### src/rtl/tcpwm_pkg.sv
package tcpwm_pkg;

    localparam int ADDR_W = 3;
    localparam int N_EVT  = 3;

    localparam int EVT_WRAP = 0;
    localparam int EVT_CMP  = 1;
    localparam int EVT_CAP  = 2;

    localparam logic [ADDR_W-1:0] ADR_CTRL     = 3'd0;
    localparam logic [ADDR_W-1:0] ADR_PERIOD   = 3'd1;
    localparam logic [ADDR_W-1:0] ADR_COMPARE  = 3'd2;
    localparam logic [ADDR_W-1:0] ADR_DEADBAND = 3'd3;
    localparam logic [ADDR_W-1:0] ADR_STATUS   = 3'd4;
    localparam logic [ADDR_W-1:0] ADR_CAPTURE  = 3'd5;
    localparam logic [ADDR_W-1:0] ADR_COUNT    = 3'd6;

    typedef enum logic [1:0] {
        RUN_FREE  = 2'd0,
        RUN_ONCE  = 2'd1,
        RUN_GATED = 2'd2
    } run_mode_e;

    typedef enum logic [2:0] {
        REL_LT = 3'd0,
        REL_LE = 3'd1,
        REL_EQ = 3'd2,
        REL_GE = 3'd3,
        REL_GT = 3'd4
    } cmp_rel_e;

endpackage

### src/rtl/tcpwm_core.sv
module tcpwm_core
    import tcpwm_pkg::*;
#(
    parameter int CNT_W = 16
) (
    input  logic             clk,
    input  logic             rst_n,
    input  logic             tick_i,
    input  logic             enable_i,
    input  logic             reload_i,
    input  logic             capture_i,
    input  run_mode_e        mode_i,
    input  cmp_rel_e         rel_i,
    input  logic [CNT_W-1:0] period_i,
    input  logic [CNT_W-1:0] compare_i,
    output logic [CNT_W-1:0] count_o,
    output logic [CNT_W-1:0] capture_o,
    output logic             cmp_o,
    output logic             tc_o,
    output logic             period_start_o,
    output logic [N_EVT-1:0] evt_o
);

    typedef struct packed {
        logic [CNT_W-1:0] count;
        logic [CNT_W-1:0] cap;
        logic             run;
        logic             done;
        logic             en_prev;
        logic             cap_prev;
        logic             cmp_prev;
    } core_state_t;

    localparam logic [CNT_W-1:0] COUNT_RST = '1;

    core_state_t q, d;
    logic start, active, step, at_zero, wrap, load, cap_rise, cmp_raw;

    always_comb begin
        case (rel_i)
            REL_LT:  cmp_raw = q.count <  compare_i;
            REL_LE:  cmp_raw = q.count <= compare_i;
            REL_EQ:  cmp_raw = q.count == compare_i;
            REL_GE:  cmp_raw = q.count >= compare_i;
            REL_GT:  cmp_raw = q.count >  compare_i;
            default: cmp_raw = 1'b0;
        endcase

        case (mode_i)
            RUN_FREE:  active = q.run;
            RUN_ONCE:  active = q.run & ~q.done;
            RUN_GATED: active = enable_i;
            default:   active = 1'b0;
        endcase

        start    = enable_i & ~q.en_prev & (mode_i != RUN_GATED);
        step     = tick_i & active;
        at_zero  = (q.count == '0);
        wrap     = step & at_zero;
        load     = start | reload_i | wrap;
        cap_rise = capture_i & ~q.cap_prev;

        d          = q;
        d.en_prev  = enable_i;
        d.cap_prev = capture_i;
        d.cmp_prev = cmp_raw;

        if (start) begin
            d.count = period_i;
            d.run   = 1'b1;
            d.done  = 1'b0;
        end else if (reload_i) begin
            d.count = period_i;
            d.done  = 1'b0;
        end else if (wrap) begin
            d.count = period_i;
            if (mode_i == RUN_ONCE) d.done = 1'b1;
        end else if (step) begin
            d.count = q.count - 1'b1;
        end

        if (cap_rise) d.cap = q.count;
    end

    always_ff @(posedge clk) begin
        if (!rst_n) begin
            q.count    <= COUNT_RST;
            q.cap      <= '0;
            q.run      <= 1'b0;
            q.done     <= 1'b0;
            q.en_prev  <= 1'b0;
            q.cap_prev <= 1'b0;
            q.cmp_prev <= 1'b0;
        end else begin
            q <= d;
        end
    end

    assign count_o        = q.count;
    assign capture_o      = q.cap;
    assign cmp_o          = cmp_raw;
    assign tc_o           = at_zero;
    assign period_start_o = load;

    always_comb begin
        evt_o           = '0;
        evt_o[EVT_WRAP] = wrap;
        evt_o[EVT_CMP]  = cmp_raw & ~q.cmp_prev;
        evt_o[EVT_CAP]  = cap_rise;
    end

    AST_DOWN_BY_ONE: assert property (@(posedge clk) disable iff (!rst_n) ($past(step) && !$past(load)) |-> (q.count == $past(q.count) - 1'b1));
    AST_WRAP_RELOAD: assert property (@(posedge clk) disable iff (!rst_n) $past(wrap) && !$past(start) && !$past(reload_i) |-> (q.count == $past(period_i)));
    AST_NO_TICK_HOLD: assert property (@(posedge clk) disable iff (!rst_n) (!$past(tick_i) && !$past(start) && !$past(reload_i)) |-> $stable(q.count));
    AST_ONCE_STOPPED: assert property (@(posedge clk) disable iff (!rst_n) (mode_i == RUN_ONCE && q.done && !start && !reload_i) |=> $stable(q.count));
    AST_CAPTURE_VALUE: assert property (@(posedge clk) disable iff (!rst_n) $past(cap_rise) |-> (q.cap == $past(q.count)));

endmodule

### src/rtl/tcpwm_deadband.sv
module tcpwm_deadband #(
    parameter int DB_W = 8
) (
    input  logic            clk,
    input  logic            rst_n,
    input  logic            tick_i,
    input  logic            want_i,
    input  logic [DB_W-1:0] dead_i,
    output logic            p_o,
    output logic            n_o
);

    typedef struct packed {
        logic            p;
        logic            n;
        logic [DB_W-1:0] wait_cnt;
    } db_state_t;

    db_state_t q, d;

    always_comb begin
        d = q;
        if (want_i) begin
            if (q.n) begin
                d.n        = 1'b0;
                d.wait_cnt = dead_i;
            end else if (!q.p) begin
                if (q.wait_cnt == '0) d.p = 1'b1;
                else if (tick_i)      d.wait_cnt = q.wait_cnt - 1'b1;
            end
        end else begin
            if (q.p) begin
                d.p        = 1'b0;
                d.wait_cnt = dead_i;
            end else if (!q.n) begin
                if (q.wait_cnt == '0) d.n = 1'b1;
                else if (tick_i)      d.wait_cnt = q.wait_cnt - 1'b1;
            end
        end
    end

    always_ff @(posedge clk) begin
        if (!rst_n) begin
            q.p        <= 1'b0;
            q.n        <= 1'b0;
            q.wait_cnt <= '0;
        end else begin
            q <= d;
        end
    end

    assign p_o = q.p;
    assign n_o = q.n;

    AST_PAIR_EXCLUSIVE: assert property (@(posedge clk) disable iff (!rst_n) !(q.p && q.n));
    AST_P_RISE_AFTER_N: assert property (@(posedge clk) disable iff (!rst_n) $rose(q.p) |-> !$past(q.n));
    AST_N_RISE_AFTER_P: assert property (@(posedge clk) disable iff (!rst_n) $rose(q.n) |-> !$past(q.p));

endmodule

### src/rtl/tcpwm_regs.sv
module tcpwm_regs
    import tcpwm_pkg::*;
#(
    parameter int CNT_W = 16,
    parameter int DB_W  = 8
) (
    input  logic              clk,
    input  logic              rst_n,
    input  logic              wr_en_i,
    input  logic [ADDR_W-1:0] wr_addr_i,
    input  logic [CNT_W-1:0]  wr_data_i,
    input  logic [ADDR_W-1:0] rd_addr_i,
    output logic [CNT_W-1:0]  rd_data_o,
    input  logic [N_EVT-1:0]  evt_i,
    input  logic [CNT_W-1:0]  count_i,
    input  logic [CNT_W-1:0]  capture_i,
    output run_mode_e         mode_o,
    output cmp_rel_e          rel_o,
    output logic [CNT_W-1:0]  period_o,
    output logic [CNT_W-1:0]  compare_o,
    output logic [DB_W-1:0]   dead_o,
    output logic              irq_o
);

    localparam int MODE_LSB = 0;
    localparam int REL_LSB  = MODE_LSB + 2;
    localparam int MASK_LSB = REL_LSB + 3;
    localparam int CTRL_W   = MASK_LSB + N_EVT;

    typedef struct packed {
        run_mode_e        mode;
        cmp_rel_e         rel;
        logic [N_EVT-1:0] mask;
        logic [CNT_W-1:0] period;
        logic [CNT_W-1:0] compare;
        logic [DB_W-1:0]  dead;
        logic [N_EVT-1:0] status;
    } reg_state_t;

    reg_state_t q, d;
    logic [N_EVT-1:0] clr;
    logic [CTRL_W-1:0] ctrl_view;

    always_comb begin
        d   = q;
        clr = '0;
        if (wr_en_i) begin
            case (wr_addr_i)
                ADR_CTRL: begin
                    d.mode = run_mode_e'(wr_data_i[MODE_LSB +: 2]);
                    d.rel  = cmp_rel_e'(wr_data_i[REL_LSB +: 3]);
                    d.mask = wr_data_i[MASK_LSB +: N_EVT];
                end
                ADR_PERIOD:   d.period  = wr_data_i;
                ADR_COMPARE:  d.compare = wr_data_i;
                ADR_DEADBAND: d.dead    = wr_data_i[DB_W-1:0];
                ADR_STATUS:   clr       = wr_data_i[N_EVT-1:0];
                default: ;
            endcase
        end
        d.status = (q.status & ~clr) | evt_i;
    end

    always_ff @(posedge clk) begin
        if (!rst_n) begin
            q.mode    <= RUN_FREE;
            q.rel     <= REL_LT;
            q.mask    <= '0;
            q.period  <= '1;
            q.compare <= '0;
            q.dead    <= '0;
            q.status  <= '0;
        end else begin
            q <= d;
        end
    end

    assign ctrl_view = {q.mask, q.rel, q.mode};

    always_comb begin
        case (rd_addr_i)
            ADR_CTRL:     rd_data_o = CNT_W'(ctrl_view);
            ADR_PERIOD:   rd_data_o = q.period;
            ADR_COMPARE:  rd_data_o = q.compare;
            ADR_DEADBAND: rd_data_o = CNT_W'(q.dead);
            ADR_STATUS:   rd_data_o = CNT_W'(q.status);
            ADR_CAPTURE:  rd_data_o = capture_i;
            ADR_COUNT:    rd_data_o = count_i;
            default:      rd_data_o = '0;
        endcase
    end

    assign mode_o    = q.mode;
    assign rel_o     = q.rel;
    assign period_o  = q.period;
    assign compare_o = q.compare;
    assign dead_o    = q.dead;
    assign irq_o     = |(q.status & q.mask);

    AST_STATUS_STICKY: assert property (@(posedge clk) disable iff (!rst_n) !(wr_en_i && wr_addr_i == ADR_STATUS) |=> ((q.status & $past(q.status)) == $past(q.status)));
    AST_STATUS_W1C: assert property (@(posedge clk) disable iff (!rst_n) (wr_en_i && wr_addr_i == ADR_STATUS && evt_i == '0) |=> ((q.status & $past(wr_data_i[N_EVT-1:0])) == '0));

endmodule

### src/rtl/tcpwm_unit.sv
module tcpwm_unit
    import tcpwm_pkg::*;
#(
    parameter int CNT_W = 16,
    parameter int DB_W  = 8
) (
    input  logic                         clk,
    input  logic                         rst_n,
    input  logic                         tick_i,
    input  logic                         enable_i,
    input  logic                         reload_i,
    input  logic                         capture_i,
    input  logic                         kill_i,
    input  logic                         wr_en_i,
    input  logic [tcpwm_pkg::ADDR_W-1:0] wr_addr_i,
    input  logic [CNT_W-1:0]             wr_data_i,
    input  logic [tcpwm_pkg::ADDR_W-1:0] rd_addr_i,
    output logic [CNT_W-1:0]             rd_data_o,
    output logic                         cmp_o,
    output logic                         pwm_p_o,
    output logic                         pwm_n_o,
    output logic                         tc_o,
    output logic                         irq_o
);

    typedef struct packed {
        logic kill_hold;
    } top_state_t;

    top_state_t q, d;

    run_mode_e        mode;
    cmp_rel_e         rel;
    logic [CNT_W-1:0] period, compare, count, cap_val;
    logic [DB_W-1:0]  dead;
    logic [N_EVT-1:0] evt;
    logic             cmp_raw, period_start, db_p, db_n, out_gate;

    tcpwm_regs #(.CNT_W(CNT_W), .DB_W(DB_W)) u_regs (
        .clk       (clk),
        .rst_n     (rst_n),
        .wr_en_i   (wr_en_i),
        .wr_addr_i (wr_addr_i),
        .wr_data_i (wr_data_i),
        .rd_addr_i (rd_addr_i),
        .rd_data_o (rd_data_o),
        .evt_i     (evt),
        .count_i   (count),
        .capture_i (cap_val),
        .mode_o    (mode),
        .rel_o     (rel),
        .period_o  (period),
        .compare_o (compare),
        .dead_o    (dead),
        .irq_o     (irq_o)
    );

    tcpwm_core #(.CNT_W(CNT_W)) u_core (
        .clk            (clk),
        .rst_n          (rst_n),
        .tick_i         (tick_i),
        .enable_i       (enable_i),
        .reload_i       (reload_i),
        .capture_i      (capture_i),
        .mode_i         (mode),
        .rel_i          (rel),
        .period_i       (period),
        .compare_i      (compare),
        .count_o        (count),
        .capture_o      (cap_val),
        .cmp_o          (cmp_raw),
        .tc_o           (tc_o),
        .period_start_o (period_start),
        .evt_o          (evt)
    );

    tcpwm_deadband #(.DB_W(DB_W)) u_dead (
        .clk    (clk),
        .rst_n  (rst_n),
        .tick_i (tick_i),
        .want_i (cmp_raw),
        .dead_i (dead),
        .p_o    (db_p),
        .n_o    (db_n)
    );

    always_comb begin
        d = q;
        if (kill_i)            d.kill_hold = 1'b1;
        else if (period_start) d.kill_hold = 1'b0;
    end

    always_ff @(posedge clk) begin
        if (!rst_n) q.kill_hold <= 1'b0;
        else        q <= d;
    end

    assign out_gate = ~kill_i & ~q.kill_hold;
    assign cmp_o    = cmp_raw;
    assign pwm_p_o  = db_p & out_gate;
    assign pwm_n_o  = db_n & out_gate;

    AST_KILL_NOW: assert property (@(posedge clk) disable iff (!rst_n) kill_i |-> (!pwm_p_o && !pwm_n_o));
    AST_KILL_HOLD: assert property (@(posedge clk) disable iff (!rst_n) ($fell(kill_i) && !$past(period_start)) |-> (!pwm_p_o && !pwm_n_o));
    AST_OUT_EXCLUSIVE: assert property (@(posedge clk) disable iff (!rst_n) !(pwm_p_o && pwm_n_o));

endmodule

### config.mk
export PLATFORM = sky130hd
export DESIGN_NAME = tcpwm_unit
export DESIGN_NICKNAME = d
export VERILOG_FILES = /design/src/rtl/tcpwm_pkg.sv /design/src/rtl/tcpwm_core.sv /design/src/rtl/tcpwm_deadband.sv /design/src/rtl/tcpwm_regs.sv /design/src/rtl/tcpwm_unit.sv
export SDC_FILE = /design/constraint.sdc
export NUM_CORES = 1
export LEC_CHECK = 0
export BUFFER_PORTS_ARGS = -buffer_cell sky130_fd_sc_hd__clkbuf_2
export CORE_UTILIZATION = 60
export CTS_BUF_LIST = sky130_fd_sc_hd__clkbuf_16
export CTS_CLUSTER_DIAMETER = 30
export CTS_CLUSTER_SIZE = 14
export DETAILED_ROUTE_END_ITERATION = 10
export GPL_TIMING_DRIVEN = 0
export PLACE_DENSITY = 0.86
export RECOVER_POWER = 100
export SLEW_MARGIN = 10
export SYNTH_ARGS = -nofsm -noshare
export SYNTH_HDL_FRONTEND = slang
export SYNTH_HIERARCHICAL = 1
export SYNTH_SLANG_ARGS = --single-unit
### constraint.sdc
create_clock -name clk -period 3.31 [get_ports clk]
set_input_delay 0 -clock clk [delete_from_list [all_inputs] [get_ports clk]]
set_output_delay 0 -clock clk [all_outputs]
set_load 0.01 [all_outputs]
==> flow_summary.toml <==
[worst_hold_path]
min_path_type = "in -> reg"
hold_path_startpoint = "reload_i"

[worst_setup_path]
startpoint = "u_regs/compare_o[15]"
cp-start-kind = "flip-flop"
end_kind = "flip-flop"
arrival_ns = 3.45
reg2reg_from = "u_regs/compare_o[15]"
crit_required_ns = 3.54
criticalPathCategory = "reg -> reg"
cp_max_fo = 8

[final_layout]
drive_gt1_share_pct = 20.16
diodes = 0
nFillCells = 806
finalNonFillerCells = 1001
synthToLayoutAreaGrowth_pct = 13.57
finalNetCount = 913
seqCellArea_um2 = 1983
multiInputGateArea_um2 = 3241

[drt]
post_drt_wl_per_cell_um = 18.21
drt-vias-per-instance = 6.126
finalWirelength_um = 18220
drtAntennaViolNets = 0
dr.first_iter.drc_count = 596
drc = 0
num_vias = 6132
drtPass1Iterations = 5

[run_status]
status = "completed"

[placement]
dp.cells = 962
gp_congestion = 0.9498
io_buffers = 50
post-dp-hpwl_um = 13400

[grt]
grt_util_all_layers_pct = 34.32
grt_pass1_vias = 5828
antenna_found_initial = 0
grt_pass1_wl_um = 29190
grt_max_degree = 17
overflow = 0

[logic_synthesis]
ys_types = 78
synth_ff_type = "dfxtp_1"
synth.avg_cell_area_um2 = 7.978
synth-edff-count = 0
netlist_instances = 779
yosys_register_bits = 99
syn-num-nets = 829
yosys-top-cells-area = "dfxtp_1 32%, buf_4 9.7%, nand2_1 6.2%"
synth-warning-count = 6
ys_seq_area_share_pct = 31.89
synth_top_cell_by_area = "dfxtp_1"
yosysTopAreaCellShare_pct = 31.89
synth_area_um2 = 6215
async_flop_share_pct = 0

[clocking]
clkTransAtPathRegs_ns = 0.07
htreeDepth = 3
cts_tree = "yes"
clkSinkCount = 99
clock_latency_ns = 0.34
cts_max_path_buffers = 2
clockRootBuffer = "clkbuf_16"
cts_buffers = 9

[sta]
relSlewSlack_pct = 43.95
timing.final.max_slew_violations = 0
min_period_ns = 3.221
holdWs_ns = 0.02118
skew_ns = 0.003848
fmax_mhz = 310.5
setup_viol = 0
tightest_slew_ns = 0.8291
post-route-period-util_pct = 97.30
hold_violations = 0

[die]
start_util_pct = 62.71
num_io_pins = 51
rows = 36
dieArea_um2 = 10770
die_w_um = 103.8
core-area_um2 = 9910
die_h_um = 103.8

[pwr]
leakage_uw = 0.002926
powerDensity_nw_per_um2 = 473.6
peakVddDrop_mv = 0.3825

[run]
maxCapViolCount = 0
[Yosys cell counts, types with 9 or more instances]
master	instances
ha_1	20
a22oi_1	9
nand4_1	11
nor2b_1	13
a21boi_0	16
o21ai_0	38
a21oi_1	23
nor2_1	31
clkbuf_1	25
nor3_1	18
nand3_1	71
inv_1	36
buf_4	80
a221oi_1	18
and2_1	9
dfxtp_1	99
buf_2	12
nand2_1	102
[metal layers]
| metal | up-vias | wire length, µm | global-route usage [%] | share of wire, % |
|---|---|---|---|---|
| li1 | 2883 | - | - | - |
| met1 | 2885 | 7840 | 45.90 | 43 |
| met2 | 321 | 8448 | 56.38 | 46 |
| met3 | 43 | 1423 | 3.776 | 7.8 |
| met4 | 0 | 511 | 14.29 | 2.8 |
| met5 | - | 0 | 0 | 0 |
[cell type report]
class / count / share of cell area [%]
well taps: 133 / 2.358
clock buffers: 9 / 3.191
inverters: 39 / 2.163
plain buffers: 121 / 11.13
multi-input cells: 519 / 45.91
clock inverters: 7 / 0.6382
flip-flops and latches: 99 / 28.10
repair buffers: 74 / 6.506
[placed cells by master (no fill, tap or decap), types with 4 or more instances in the layout]
cell type      synthesis  layout
clkbuf_16              0       9
inv_1                 36      36
o221ai_1               4       4
a22oi_1                9       8
a221oi_1              18      18
mux2_2                 6       6
a211oi_1               7       6
dlygate4sd3_1          0      19
o2111ai_1              4       4
nor4_1                 5       5
nor2_1                31      31
and2_1                 9       9
a21boi_0              16      16
a32oi_1                7       7
o211ai_1               5       5
o21ai_0               38      46
buf_4                 80      81
nand3_1               71      71
nor3b_1                4       4
buf_2                 12       8
mux2i_1                6       6
clkbuf_2               0      36
nand2b_1               7       7
nand2_1              102     102
nand4_1               11      12
o21a_1                 6       6
a21oi_1               23      22
o31ai_1                5       5
clkbuf_1              25      45
nor2b_1               13      12
a31oi_1                7       7
ha_1                  20      20
nor3_1                18      18
dfxtp_1               99      98
[registers in the layout, summed over array words and instances, names as in the netlist]
register          count
q                     1
u_core/capture_o     16
u_core/count_o       16
u_core/q              5
u_dead/n_o            1
u_dead/p_o            1
u_dead/q              8
u_regs/compare_o     16
u_regs/ctrl_view      3
u_regs/dead_o         8
u_regs/mode_o         2
u_regs/period_o      16
u_regs/q              3
u_regs/rel_o          3
[power breakdown]
group          total [µW]  switching (µW)  leakage (µW)  internal, µW
clock network         969             462      0.000131           507
registers            1410             124      0.000809          1290
logic                 963             537       0.00199           425
total                3340            1120       0.00293          2220
[critical path, stage by stage (launching register included)]
cell     delay (ns)
dfxtp_1        0.42
buf_4          0.14
inv_1          0.04
ha_1           0.29
nand4_1        0.20
or4_4          0.60
nand4_1        0.11
a32oi_1        0.07
nor3_2         0.30
inv_2          0.14
and3b_1        0.24
a21o_2         0.26
a22oi_2        0.20
a31oi_1        0.09
[logic make-up after synthesis]
logic type	synth area share [%]
compound gates	20.76
mux	2.597
fa+ha+maj	4.027
buf+inv	15.52
simple gates	25.21
flops	31.89
[through the flow]
| stage | setup slack (ns) | TNS [ns] | area [µm²] | utilization (%) | total power [µW] |
|---|---|---|---|---|---|
| floorplan | 0.3309 | 0 | 6215 | - | 2084 |
| global placement | -0.1523 | -0.5819 | 6631 | 66.92 | 2290 |
| detailed placement | -0.2834 | -1.582 | 6631 | 66.92 | 2327 |
| CTS | 0.06450 | 0 | 7102 | 71.67 | 3316 |
| global route | -0.01139 | -0.02772 | 7058 | 71.22 | 3503 |
| finish | 0.08940 | 0 | 7058 | 71.22 | 3342 |
[path summary, 6_finish.rpt]
| kind | to | slack (ns) | cells after the start |
|---|---|---|---|
| setup / recovery | u_dead/q[7] | 0.09 | 13 |
| hold / removal | u_core/q[3] | 0.02 | 3 |
| setup reg to reg | u_dead/q[7] | 0.09 | 13 |
| hold reg to reg | u_core/capture_o[14] | 0.47 | 2 |
[timing repair]
action	CTS	global route
hold endpoints to repair	32	0
setup endpoints to repair	8	8
hold buffers	19	0
setup buffers	0	5
resized for setup	4	8
pin swaps	0	2
Power figures use the tool's default switching activity.
